File: config.mk
export PLATFORM = sky130hd
export DESIGN_NAME = stmw_seq
export DESIGN_NICKNAME = d
export VERILOG_FILES = /design/src/rtl/stmw_seq.sv
export SDC_FILE = /design/constraint.sdc
export NUM_CORES = 1
export LEC_CHECK = 0
export ABC_AREA = 1
export BUFFER_PORTS_ARGS = -buffer_cell sky130_fd_sc_hd__buf_2
export CAP_MARGIN = 0
export CORE_MARGIN = 10
export CORE_UTILIZATION = 50
export CTS_BUF_LIST = sky130_fd_sc_hd__clkbuf_2 sky130_fd_sc_hd__clkbuf_4 sky130_fd_sc_hd__clkbuf_8
export DETAILED_ROUTE_END_ITERATION = 8
export HOLD_SLACK_MARGIN = 0.1
export PLACE_DENSITY = 0.73
export SLEW_MARGIN = 15
export SYNTH_ARGS = -nofsm -noshare
export SYNTH_HDL_FRONTEND = slang
export SYNTH_SLANG_ARGS = --single-unit
export TNS_END_PERCENT = 50
File: constraint.sdc
create_clock -name clk -period 3.2 [get_ports clk]
set_input_delay 0.16 -clock clk [delete_from_list [all_inputs] [get_ports clk]]
set_output_delay 0.16 -clock clk [all_outputs]
set_load 0.005 [all_outputs]
File: src/rtl/stmw_seq.sv
module stmw_seq #(
  parameter int XLEN  = 64,
  parameter int WORDW = 32,
  parameter int NREG  = 32,
  parameter int DISPW = 16
) (
  input  logic               clk,
  input  logic               rst_n,
  input  logic               start_i,
  input  logic [4:0]         base_sel_i,
  input  logic [4:0]         first_reg_i,
  input  logic [DISPW-1:0]   offset_i,
  output logic               busy_o,
  output logic               done_o,
  output logic [4:0]         rf_addr_o,
  input  logic [XLEN-1:0]    rf_data_i,
  output logic               mem_valid_o,
  input  logic               mem_ready_i,
  output logic [XLEN-1:0]    mem_addr_o,
  output logic [WORDW-1:0]   mem_data_o
);
  localparam int IDXW = 5;
  localparam logic [IDXW-1:0] LAST_IDX = IDXW'(NREG - 1);
  localparam logic [XLEN-1:0] STEP = XLEN'(WORDW / 8);

  typedef enum logic [1:0] {S_IDLE, S_BASE, S_FETCH, S_SEND} state_t;

  state_t            state_q;
  logic [IDXW-1:0]   base_q, idx_q;
  logic [DISPW-1:0]  off_q;
  logic [XLEN-1:0]   ea_q;
  logic [WORDW-1:0]  wdata_q;
  logic              done_q;

  logic [IDXW-1:0]   idx_nxt;
  logic [XLEN-1:0]   base_val, off_ext;
  logic              accept, last;

  assign idx_nxt  = idx_q + {{(IDXW-1){1'b0}}, 1'b1};
  assign accept   = (state_q == S_SEND) && mem_ready_i;
  assign last     = (idx_q == LAST_IDX);
  assign base_val = (base_q == '0) ? '0 : rf_data_i;
  assign off_ext  = {{(XLEN-DISPW){off_q[DISPW-1]}}, off_q};

  assign rf_addr_o   = (state_q == S_BASE) ? base_q :
                       (state_q == S_SEND) ? idx_nxt : idx_q;
  assign mem_valid_o = (state_q == S_SEND);
  assign mem_addr_o  = ea_q;
  assign mem_data_o  = wdata_q;
  assign busy_o      = (state_q != S_IDLE);
  assign done_o      = done_q;

  always_ff @(posedge clk) begin
    if (!rst_n) begin
      state_q <= S_IDLE;
      base_q  <= '0;
      idx_q   <= '0;
      off_q   <= '0;
      ea_q    <= '0;
      wdata_q <= '0;
      done_q  <= 1'b0;
    end else begin
      done_q <= accept && last;
      case (state_q)
        S_IDLE: if (start_i) begin
          base_q  <= base_sel_i;
          idx_q   <= first_reg_i;
          off_q   <= offset_i;
          state_q <= S_BASE;
        end
        S_BASE: begin
          ea_q    <= base_val + off_ext;
          state_q <= S_FETCH;
        end
        S_FETCH: begin
          wdata_q <= rf_data_i[WORDW-1:0];
          state_q <= S_SEND;
        end
        S_SEND: if (mem_ready_i) begin
          if (last) begin
            state_q <= S_IDLE;
          end else begin
            idx_q   <= idx_nxt;
            ea_q    <= ea_q + STEP;
            wdata_q <= rf_data_i[WORDW-1:0];
          end
        end
        default: state_q <= S_IDLE;
      endcase
    end
  end
endmodule

==> results.toml <==
[worst_setup_path]
crit_path_top_delay_cell = "ha_1"
cp.arrival_ps = 3380
cp_top_family = "simple AND/OR/NAND/NOR gates"
path_cells = "nor3_1 -> nand2_2 -> buf_12 -> nand2_1 -> inv_1 -> ha_1 -> nand2_1 -> inv_1 -> nand2_1 -> inv_1 -> nand2_1 -> nor2_1 -> a21boi_1 -> o21ai_0 -> nand3_1 -> a21oi_1"
critical_path_class = "register to register"
critPathCaptureType = "register"
timing.rr.end = "mem_addr_o[32]"
crit_path_end = "mem_addr_o[32]"
crit_start = "base_q[1]"
slowest_delay_ps = 410
cpMostUsedCell = "nand2_1"
r2r_start = "base_q[1]"
cp.depth = 16
cp_data_required_time_ps = 3560
rr_worst_depth = 16
r2r_slack_ps = 180
startpoint_type = "register"
path_buf_inv = 4
crit_path_max_fanout = 62

[synth]
yosysWarnings = 0
synthDistinctLibCells = 41
syn_inst = 2478
synth_area_per_cell_um2 = 5.36
ys_seq_elements = 125
seq_area_frac_synth_pct = 18.8
synthesis.area_um2 = 13300
yosysTopAreaCell = "nand2_1"
synth_top_area_share_pct = 23.4
synth_edf_count = 0
synth_area_leaders = "nand2_1, dfxtp_1, inv_1"
syn-num-nets = 2643
ys_dominant_reg_cell = "dfxtp_1"
async_flop_share_pct = 0

[power]
power_leakage_nw = 8.84
p_total_w = 0.0136
peakVddDrop_v = 0.000462
p_per_area_nw_per_um2 = 862

[clocking]
clkLatencyLatePin_ps = 490
root_buffer = "clkbuf_8"
cts_made_buffers = 17
clkTransAtPathRegs_ps = 100
htree_levels = 4
cts_tree = "done"
cts.sinks = 125
clk_path_buf_depth = 2

[global_routing]
grt.total_usage_pct = 30.6
grt_pass1_wl_um = 82100
antenna_found_initial = 0
grt_pass1_vias = 15400
grt_max_degree = 79
grt_overflow = 0

[floorplan]
io_pins = 198
core_um2 = 26100
die_h_um = 183
die_area_um2 = 33500
die_w_um = 183
num_rows = 59
initial_core_util_pct = 50.9

[timing]
fin_crit_sh_pct = 94.5
fmax_mhz = 331
finClkSkew_ps = 30.5
period_needed_ps = 3020
rsz0062_at_grt = "yes"
maxSlewHeadroom_pct = 30.2
worst_pin_slew_ps = 1050
final-setup-viol-count = 0
finalHoldViolCount = 0
final-max-slew-violation-count = 0

[layout]
seq_area_um2 = 2500
n_antenna_cell = 0
multi_input_area_um2 = 8730
layout.nets = 2886
final_cells = 3069
fillCellCount = 2776
final_layout_size_suffix_gt1_share_pct = 12.4
area_growth_pct = 19.0
utilization_pct = 60.5

[min_path]
hold_start = "start_i"
hp-class = "input port to register"

[drt]
ant_nets = 0
firstDrtPassIters = 6
num_vias = 16300
wl_um = 52600
via_per_inst = 5.32
drt-initial-drc-count = 1495
drc_errors = 0
post_drt_wl_per_cell_um = 17.1

[status]
status = "finished, final reports clean"

[placement]
dp.cells = 2978
place_congestion = 1.00
port_buffers = 197
dp.final_hpwl_um = 41800

[job]
maxCapViolCount = 0
## registers in the layout, indices dropped and copies added (netlist names)
| name | count |
|---|---|
| base_q | 5 |
| off_q | 16 |
| mem_data_o | 32 |
| mem_addr_o | 64 |
| state_q | 2 |
| done_o | 1 |
| idx_q | 5 |
## metrics by stage
step	hold slack (ps)	worst slack [ps]	TNS, ps	area [µm²]
final	155	177	0	15800
after floorplan	302	431	0	13300
after CTS	132	148	0	15700
after detailed placement	422	150	0	14700
after global placement	414	235	0	14700
after global routing	213	-56.1	-151	15800
## what timing repair did
item | CTS | global route
buffers inserted | 0 | 0
hold buffers | 59 | 0
endpoints found under the setup margin | 0 | 26
gates resized for setup | 0 | 27
endpoints found under the hold margin | 59 | 0
## cells in the final DEF, fill, tap and decap left out, types with 12 or more instances in the layout
| cell | count |
|---|---|
| nand2_1 | 822 |
| inv_1 | 500 |
| a21oi_1 | 213 |
| nor2_1 | 209 |
| buf_2 | 197 |
| o21ai_0 | 147 |
| dfxtp_1 | 124 |
| nand3_1 | 115 |
| ha_1 | 60 |
| dlygate4sd3_1 | 59 |
| xor2_1 | 38 |
| nor3_1 | 36 |
| buf_4 | 22 |
| nor2_2 | 21 |
| nand4_1 | 17 |
| clkbuf_8 | 17 |
| nand2_2 | 16 |
| xnor2_1 | 14 |
| nand3b_1 | 12 |
## layout make-up
type                            instances  area share, %
Multi-Input combinational cell       1789           55.2
Sequential cell                       125           15.8
Inverter                              505           12.0
Timing Repair Buffer                  283           11.6
Tap cell                              335           2.65
Clock buffer                           17           1.48
Clock inverter                         15           1.23
## synth_stat cells (17+ instances only)
cell	n
nand2_1	828
a21oi_1	213
ha_1	70
xor2_1	38
dfxtp_1	125
nand4_1	17
clkbuf_1	38
o21ai_0	148
nand3_1	115
nor3_1	37
nor2_1	217
inv_1	500
## metal layers
layer	routed length, µm	track usage, %	vias to the layer above
met2	23000	48.3	705
met1	23300	41.3	7399
met4	1580	10.0	0
met3	4760	5.57	91
met5	0	0	-
li1	-	-	8122
## where the power goes
group | switching (W) | leakage (nW) | total, W | internal, W
sequential | 0.000902 | 1.03 | 0.00318 | 0.00227
combinational | 0.00582 | 7.59 | 0.00884 | 0.00302
clock | 0.000872 | 0.212 | 0.00161 | 0.000739
total | 0.00760 | 8.84 | 0.0136 | 0.00603
## how the worst min path moves through the flow
stage                       to  slack [ps]  cells after the start
finish              state_q[1]         160                      3
global route          off_q[1]         210                      3
CTS                 state_q[1]         130                      3
detailed placement    off_q[0]         420                      3
global placement     base_q[0]         410                      3
floorplan               done_o         300                      2
## tightest hold or removal path, cell delays in order
cell	delay [ps]
buf_2	100
o221ai_1	180
a21oi_1	160
## cell families (layout without fill, tap and decap cells)
logic type,count (synthesis),in the layout,share of synthesized area (%)
flops,125,125,18.8
fa+ha+maj,71,71,6.74
simple gates,1283,1283,40.0
xor+xnor,52,52,3.43
compound gates,383,383,14.8
buf+inv,564,820,16.2
No activity file was read; power rests on OpenSTA's default activity.
